`src/rtl/bbj_pkg.sv`:
```
package bbj_pkg;
  typedef enum logic [2:0] {
    K_PIN, K_RST, K_READ, K_LED_ON, K_LED_OFF, K_QUIT, K_BAD
  } cmd_kind_e;

  localparam logic [7:0] CH_PIN_LO = 8'h30;
  localparam logic [7:0] CH_PIN_HI = 8'h37;
  localparam logic [7:0] CH_RST_LO = 8'h72;
  localparam logic [7:0] CH_RST_HI = 8'h75;
  localparam logic [7:0] CH_READ   = 8'h52;
  localparam logic [7:0] CH_LED_ON = 8'h42;
  localparam logic [7:0] CH_LED_OF = 8'h62;
  localparam logic [7:0] CH_QUIT   = 8'h51;
endpackage

```
`src/rtl/bbj_classify.sv`:
```
module bbj_classify
  import bbj_pkg::*;
#(
  parameter int BYTE_W = 8
) (
  input  logic [BYTE_W-1:0] code,
  output cmd_kind_e         kind,
  output logic [2:0]        arg
);
  localparam int EXT_W = BYTE_W - 8;

  logic [BYTE_W-1:0] pin_off, rst_off;

  assign pin_off = code - {{EXT_W{1'b0}}, CH_PIN_LO};
  assign rst_off = code - {{EXT_W{1'b0}}, CH_RST_LO};

  always_comb begin
    kind = K_BAD;
    arg  = 3'd0;
    if (code >= {{EXT_W{1'b0}}, CH_PIN_LO} && code <= {{EXT_W{1'b0}}, CH_PIN_HI}) begin
      kind = K_PIN;
      arg  = pin_off[2:0];
    end else if (code >= {{EXT_W{1'b0}}, CH_RST_LO} && code <= {{EXT_W{1'b0}}, CH_RST_HI}) begin
      kind = K_RST;
      arg  = rst_off[2:0];
    end else if (code == {{EXT_W{1'b0}}, CH_READ}) begin
      kind = K_READ;
    end else if (code == {{EXT_W{1'b0}}, CH_LED_ON}) begin
      kind = K_LED_ON;
    end else if (code == {{EXT_W{1'b0}}, CH_LED_OF}) begin
      kind = K_LED_OFF;
    end else if (code == {{EXT_W{1'b0}}, CH_QUIT}) begin
      kind = K_QUIT;
    end
  end
endmodule

```
`src/rtl/bbj_pin_bank.sv`:
```
module bbj_pin_bank (
  input  logic       clk,
  input  logic       rst,
  input  logic       load_pins,
  input  logic [2:0] pin_val,
  input  logic       load_trst,
  input  logic       trst_val,
  input  logic       led_on,
  input  logic       led_off,
  output logic       tck,
  output logic       tms,
  output logic       tdi,
  output logic       trst,
  output logic       blink
);
  always_ff @(posedge clk) begin
    if (rst) begin
      tck   <= 1'b0;
      tms   <= 1'b0;
      tdi   <= 1'b0;
      trst  <= 1'b0;
      blink <= 1'b0;
    end else begin
      if (load_pins) begin
        tck <= pin_val[2];
        tms <= pin_val[1];
        tdi <= pin_val[0];
      end
      if (load_trst) trst <= trst_val;
      if (led_on) blink <= 1'b1;
      else if (led_off) blink <= 1'b0;
    end
  end
endmodule

```
`src/rtl/bbj_reply_slot.sv`:
```
module bbj_reply_slot #(
  parameter int BYTE_W = 8
) (
  input  logic              clk,
  input  logic              rst,
  input  logic              push,
  input  logic              bit_val,
  input  logic              out_ready,
  output logic              out_valid,
  output logic [BYTE_W-1:0] out_data
);
  localparam logic [BYTE_W-1:0] ASCII_ZERO = BYTE_W'(8'h30);

  always_ff @(posedge clk) begin
    if (rst) begin
      out_valid <= 1'b0;
      out_data  <= ASCII_ZERO;
    end else if (push) begin
      out_valid <= 1'b1;
      out_data  <= ASCII_ZERO + BYTE_W'(bit_val);
    end else if (out_valid && out_ready) begin
      out_valid <= 1'b0;
    end
  end
endmodule

```
`src/rtl/bbj_bitbang_decoder.sv`:
```
module bbj_bitbang_decoder
  import bbj_pkg::*;
#(
  parameter int BYTE_W = 8
) (
  input  logic              clk,
  input  logic              rst,
  input  logic              in_valid,
  input  logic [BYTE_W-1:0] in_data,
  output logic              in_ready,
  output logic              out_valid,
  output logic [BYTE_W-1:0] out_data,
  input  logic              out_ready,
  input  logic              txn_pending,
  input  logic              tdo,
  output logic              tck,
  output logic              tms,
  output logic              tdi,
  output logic              trst,
  output logic              blink,
  output logic              proto_err,
  output logic              disconnect
);
  cmd_kind_e  kind;
  logic [2:0] arg;
  logic       accept, live;

  bbj_classify #(.BYTE_W(BYTE_W)) u_cls (
    .code(in_data), .kind(kind), .arg(arg)
  );

  assign in_ready = !txn_pending && !out_valid;
  assign accept   = in_valid && in_ready;
  assign live     = accept && !proto_err;

  bbj_pin_bank u_pins (
    .clk(clk), .rst(rst),
    .load_pins(live && kind == K_PIN), .pin_val(arg),
    .load_trst(live && kind == K_RST), .trst_val(arg[1]),
    .led_on(live && kind == K_LED_ON), .led_off(live && kind == K_LED_OFF),
    .tck(tck), .tms(tms), .tdi(tdi), .trst(trst), .blink(blink)
  );

  bbj_reply_slot #(.BYTE_W(BYTE_W)) u_reply (
    .clk(clk), .rst(rst),
    .push(live && kind == K_READ), .bit_val(tdo),
    .out_ready(out_ready), .out_valid(out_valid), .out_data(out_data)
  );

  always_ff @(posedge clk) begin
    if (rst) begin
      proto_err  <= 1'b0;
      disconnect <= 1'b0;
    end else begin
      if (live && kind == K_BAD) proto_err <= 1'b1;
      disconnect <= live && kind == K_QUIT;
    end
  end
endmodule

```
`config.mk`:
```
export PLATFORM = sky130hd
export DESIGN_NAME = bbj_bitbang_decoder
export DESIGN_NICKNAME = d
export VERILOG_FILES = /design/src/rtl/bbj_pkg.sv /design/src/rtl/bbj_classify.sv /design/src/rtl/bbj_pin_bank.sv /design/src/rtl/bbj_reply_slot.sv /design/src/rtl/bbj_bitbang_decoder.sv
export SDC_FILE = /design/constraint.sdc
export NUM_CORES = 1
export LEC_CHECK = 0
export ABC_AREA = 1
export ABC_CLOCK_PERIOD_IN_PS = 2100
export CORE_MARGIN = 2
export CORE_UTILIZATION = 40
export DETAILED_ROUTE_END_ITERATION = 6
export DONT_BUFFER_PORTS = 1
export SYNTH_ARGS = -nofsm -noshare
export SYNTH_HDL_FRONTEND = slang
export SYNTH_SLANG_ARGS = --single-unit
```
`constraint.sdc`:
```
create_clock -name clk -period 2.1 [get_ports clk]
set_input_delay 0 -clock clk [delete_from_list [all_inputs] [get_ports clk]]
set_output_delay 0 -clock clk [all_outputs]
set_load 0.1 [all_outputs]
```
After elaboration in Yosys (flattened, before gate mapping)
Cells that the tools add are included.
{"block": "totals", "regBits": 16, "inputBits": 14}
{"block": "classes", "n_addsub": 3, "mux": 12, "reduce_logical": 19, "order_cmp": 4, "n_eq_ne": 10}
{"operator": "equality test 8 x 7 -> 1 bit, second input constant", "n": 4}
{"operator": "two-way mux 3 bit", "n": 7}
{"operator": "logical AND 1 bit", "n": 13}
{"operator": "equality test 3 bit, second input constant", "n": 3}
{"operator": ">= comparator 8 x 6 -> 1 bit, second input constant", "n": 1}
{"operator": ">= comparator 8 x 7 -> 1 bit, second input constant", "n": 1}
{"operator": "less-or-equal comparator 8 x 6 -> 1 bit, second input constant", "n": 1}
{"operator": "less-or-equal comparator 8 x 7 -> 1 bit, second input constant", "n": 1}
{"operator": "adder 6 x 1 -> 7 bit, first input constant", "n": 1}
{"operator": "equality test 3 x 2 -> 1 bit, second input constant", "n": 2}
{"operator": "two-way mux 1 bit", "n": 4}
{"operator": "nonzero test 2 bit", "n": 2}
{"operator": "equality test 3 x 1 -> 1 bit, second input constant", "n": 1}
{"operator": "logical NOT 1 bit", "n": 3}
{"operator": "logical NOT 3 bit", "n": 1}
{"operator": "subtractor 3 x 1 -> 3 bit, second input constant", "n": 1}
{"operator": "subtractor 3 x 2 -> 3 bit, second input constant", "n": 1}
{"operator": "two-way mux 2 bit", "n": 1}

Depth between registers and ports, before layout
{"block": "logic_depth", "ltp_word": 11, "depth_mapped": 11, "depth_no_buf": 11}

Cells and area by module
A second synthesis with hierarchy kept.
{"block": "unflattened", "hier_cells": 123, "hier_area_um2": 714.4}
{"mod": "bbj_classify", "seq_area_each_um2": 0.0, "area_per_inst_um2": 245.2, "n_inst": 1, "cells_each": 53}
{"mod": "bbj_pin_bank", "seq_area_each_um2": 100.1, "area_per_inst_um2": 177.7, "n_inst": 1, "cells_each": 24}
{"mod": "bbj_bitbang_decoder", "seq_area_each_um2": 40.0, "area_per_inst_um2": 158.9, "n_inst": 1, "cells_each": 28}
{"mod": "bbj_reply_slot", "seq_area_each_um2": 40.0, "area_per_inst_um2": 132.6, "n_inst": 1, "cells_each": 18}

Worst setup path after synthesis
OpenSTA, ideal clock, no wires.
{"block": "synth_path", "kind": "reg-to-reg", "from": "reg u_reply.out_valid", "to": "reg proto_err", "path_stages_with_launch": 8, "setup_ns": 0.066, "arrival_ns": 2.873, "setup_slack_ns": -0.839, "required_ns": 2.034, "cell_sequence": "dfxtp_1 > nor2_1 > nand2_1 > inv_2 > nand3_2 > nor2_1 > nor2_1 > nor2_1"}
{"block": "synth_between", "elab_chain_cells": 5}
{"element": "start, declared", "line": "bbj_reply_slot.sv:9", "source": "output logic out_valid,"}
{"element": "start signal, assigned", "line": "bbj_reply_slot.sv:16", "source": "out_valid <= 1'b0;"}
{"element": "start signal, assigned", "line": "bbj_reply_slot.sv:19", "source": "out_valid <= 1'b1;"}
{"element": "start signal, assigned", "line": "bbj_reply_slot.sv:22", "source": "out_valid <= 1'b0;"}
{"element": "logical NOT 1 bit", "line": "bbj_bitbang_decoder.sv:32", "source": "assign in_ready = !txn_pending && !out_valid;"}
{"element": "logical AND 1 bit", "line": "bbj_bitbang_decoder.sv:32"}
{"element": "net in_ready", "line": "bbj_bitbang_decoder.sv:10", "source": "output logic in_ready,"}
{"element": "logical AND 1 bit", "line": "bbj_bitbang_decoder.sv:33", "source": "assign accept = in_valid && in_ready;"}
{"element": "logical AND 1 bit", "line": "bbj_bitbang_decoder.sv:34", "source": "assign live = accept && !proto_err;"}
{"element": "logical AND 1 bit", "line": "bbj_bitbang_decoder.sv:55", "source": "if (live && kind == K_BAD) proto_err <= 1'b1;"}
{"element": "end signal, assigned", "line": "bbj_bitbang_decoder.sv:52", "source": "proto_err <= 1'b0;"}
{"element": "end signal, assigned", "line": "bbj_bitbang_decoder.sv:55"}
{"element": "end, declared", "line": "bbj_bitbang_decoder.sv:21", "source": "output logic proto_err,"}
The timed path passes the listed nets, and every way through them passes these cells.
A chain may end at the register's enable or synchronous reset.

Worst setup path after layout
{"block": "layout_path", "from": "reg u_reply.out_valid", "to": "reg u_pins.tdi"}
{"block": "layout_between", "elab_chain_cells": 5}
{"element": "logical NOT 1 bit", "line": "bbj_bitbang_decoder.sv:32"}
{"element": "logical AND 1 bit", "line": "bbj_bitbang_decoder.sv:32"}
{"element": "logical AND 1 bit", "line": "bbj_bitbang_decoder.sv:33"}
{"element": "logical AND 1 bit", "line": "bbj_bitbang_decoder.sv:34"}
{"element": "logical AND 1 bit", "line": "bbj_bitbang_decoder.sv:38", "source": ".load_pins(live && kind == K_PIN), .pin_val(arg),"}
{"element": "end signal, assigned", "line": "bbj_pin_bank.sv:27", "source": "tdi <= pin_val[0];"}
{"element": "end, declared", "line": "bbj_pin_bank.sv:12", "source": "output logic tdi,"}
No other way between the ends.

==> results_dict.tcl <==
set metrics [dict create \
    status "completed" \
    cts_htree_levels 1 \
    seq_power_share_pct 40.9 \
    maxSlewViolCount 0 \
    ys_ff_latch 9 \
    r2r_start "u_reply.out_valid" \
    multi_input_area_um2 363 \
    end_kind "register" \
    whs_endpoint "u_pins.tms" \
    antenna_found_initial 0 \
    maxCapViolCount 0 \
    nets 131 \
    synth_area_um2 618 \
    core_region_area_um2 1470 \
    fin_crit_sh_pct 74.0 \
    combPwrFrac_pct 28.1 \
    viasPerCell 4.51 \
    fin_skew_ns 0.00381 \
    grt_usage_pct 15.3 \
    layout.cells.non_filler 131 \
    fill_cells 158 \
    power.density_nw_per_um2 550 \
    synth.avg_cell_area_um2 6.31 \
    clock-sinks 9 \
    finalHoldViolCount 0 \
    root_buffer "clkbuf_4" \
    final_layout_size_suffix_gt1_share_pct 23.5 \
    synth.distinct_cells 20 \
    min_period_ns 1.55 \
    route.detailed.drc 0 \
    antenna_left 0 \
    required_ns 2.25 \
    io_buffers 0 \
    cts_tree "done" \
    min_path_type "in -> reg" \
    drt_first_pass_iters 4 \
    gp_congestion 0.762 \
    intPower_mw 0.265 \
    r2r_slack_ns 0.55 \
    rsz0062_at_grt "false" \
    num_rows 14 \
    synth_cells 98 \
    drt_iter0_markers 18 \
    crit_path_start_kind "register" \
    die_h_um 43.3 \
    p_sw_mw 0.159 \
    placedCellCount 121 \
    mostFrequentLayoutCells "nand2_1 (21), nor2_1 (19), buf_4 (10)" \
    layout_commonest_cell "nand2_1" \
    yosysSeqAreaShare_pct 29.1 \
    clkPwrFrac_pct 31.0 \
    grt_pass1_vias 550 \
    vdd_ir_drop_max_uv 421 \
    crit_fanout 3 \
    cts_max_path_buffers 2 \
    fin_util_pct 52.3 \
    area_delta_synth_final_pct 24.5 \
    finalSetupViolCount 0 \
    tns_ns 0 \
    totalWireLength_um 1240 \
    hold_start "in_data[7]" \
    detail_route.wl_per_cell_um 9.48 \
    switching_share_pct 37.4 \
    r2r-end "u_pins.tdi" \
    leakage_nw 0.337 \
    grt_overflow 0 \
    dieArea_um2 1880 \
    cp.arrival_ns 1.70 \
    path_clk_slew_ns 0.06 \
    yosysWarnings 0 \
    die_w_um 43.3 \
    p_total_mw 0.424 \
    cts_buffers 3 \
    initial_utilization_pct 42.0 \
    crit_path_start "u_reply.out_valid" \
    seqCellArea_um2 180 \
    r2r_cells 7 \
    ios 31 \
    fmax_mhz 644 \
    place_hpwl_um 970 \
    grt_start_max_net_pins 10 \
    critPathKind "reg -> reg" \
    vias 591 \
    insertion_delay_ns 0.26 \
    hold_depth 5 \
    grt_pass1_wl_um 2150 \
    antenna_cells 0 \
    hold_ws_ns 0.0328 \
]
## synth_stat cells (all sizes together)
library cell  number  area (um2)
clkbuf             1        3.75
nand3              6        35.0
a21oi              7        35.0
conb               2        7.51
nor2              26         123
o21ai              2        13.8
nand2             22        85.1
a22oi              1        7.51
buf                7        52.6
ha                 1        12.5
dfxtp              9         180
nor3b              1        12.5
inv               12        45.0
nor3               1        5.00
## power groups by stage
stage / Clock (mW) / Combinational [mW] / Sequential, mW
3_5_place_dp: 0 / 0.110 / 0.177
5_1_grt: 0.143 / 0.127 / 0.173
6_report: 0.131 / 0.119 / 0.173
4_1_cts: 0.134 / 0.119 / 0.173
3_3_place_gp: 0 / 0.109 / 0.177
2_1_floorplan: 0 / 0.101 / 0.189
## final cells by class
type | count | area share (%)
sequential | 9 | 23.4
tap | 16 | 2.60
multi-input combinational | 74 | 47.2
inverter | 12 | 5.85
clock buffer | 4 | 3.41
timing repair buffer | 16 | 17.6
## metal layers
| layer | global-route usage (%) | vias to the layer above | share of wire [%] |
|---|---|---|---|
| met5 | 0 | - | 0 |
| met3 | 8.09 | 2 | 8.1 |
| met2 | 25.7 | 17 | 50 |
| met4 | 3.64 | 0 | 0.48 |
| li1 | - | 318 | - |
| met1 | 17.1 | 254 | 41 |
## timing repair
action / in CTS / in global routing
hold buffers: 6 / 0
hold endpoints to repair: 9 / 0
setup buffers: 0 / 0
resized for setup: 0 / 0
## metrics by stage
| stage | area, um2 | setup WS [ns] |
|---|---|---|
| final | 769 | 0.546 |
| after global routing | 769 | 0.382 |
| after floorplan | 644 | 0.0585 |
| after global placement | 683 | 1.09 |
| after detailed placement | 683 | 1.03 |
| after CTS | 769 | 0.543 |
## logic make-up after synthesis
| group | count (synthesis) | share of synthesized area (%) |
|---|---|---|
| compound gates | 10 | 9.11 |
| simple gates | 56 | 42.1 |
| fa+ha+maj | 1 | 2.02 |
| other cells | 2 | 1.22 |
| flops | 9 | 29.1 |
| buf+inv | 20 | 16.4 |
## critical path, cell delays in order, from the launching register on
cell and delay, ns:
dfxtp_1 0.33, nor2_4 0.11, nand2_1 0.10, nor2_1 0.15, inv_1 0.08, nand2_1 0.06
a21oi_1 0.06, dlygate4sd3_1 0.56
## state kept, by name (all words and copies together), names as in the netlist
| name | flops |
|---|---|
| u_pins.trst | 1 |
| u_pins.blink | 1 |
| u_pins.tdi | 1 |
| proto_err | 1 |
| u_reply.out_data | 1 |
| disconnect | 1 |
| u_pins.tck | 1 |
| u_reply.out_valid | 1 |
| u_pins.tms | 1 |
## worst max path at each step
stage	endpoint	slack (ns)	cells past startpoint
finish	u_pins.tdi	0.55	7
floorplan	proto_err	0.06	7
global route	u_pins.tdi	0.38	7
CTS	u_pins.tdi	0.54	7
global placement	proto_err	1.09	7
detailed placement	proto_err	1.03	7
No activity file was read; power rests on OpenSTA's default activity.
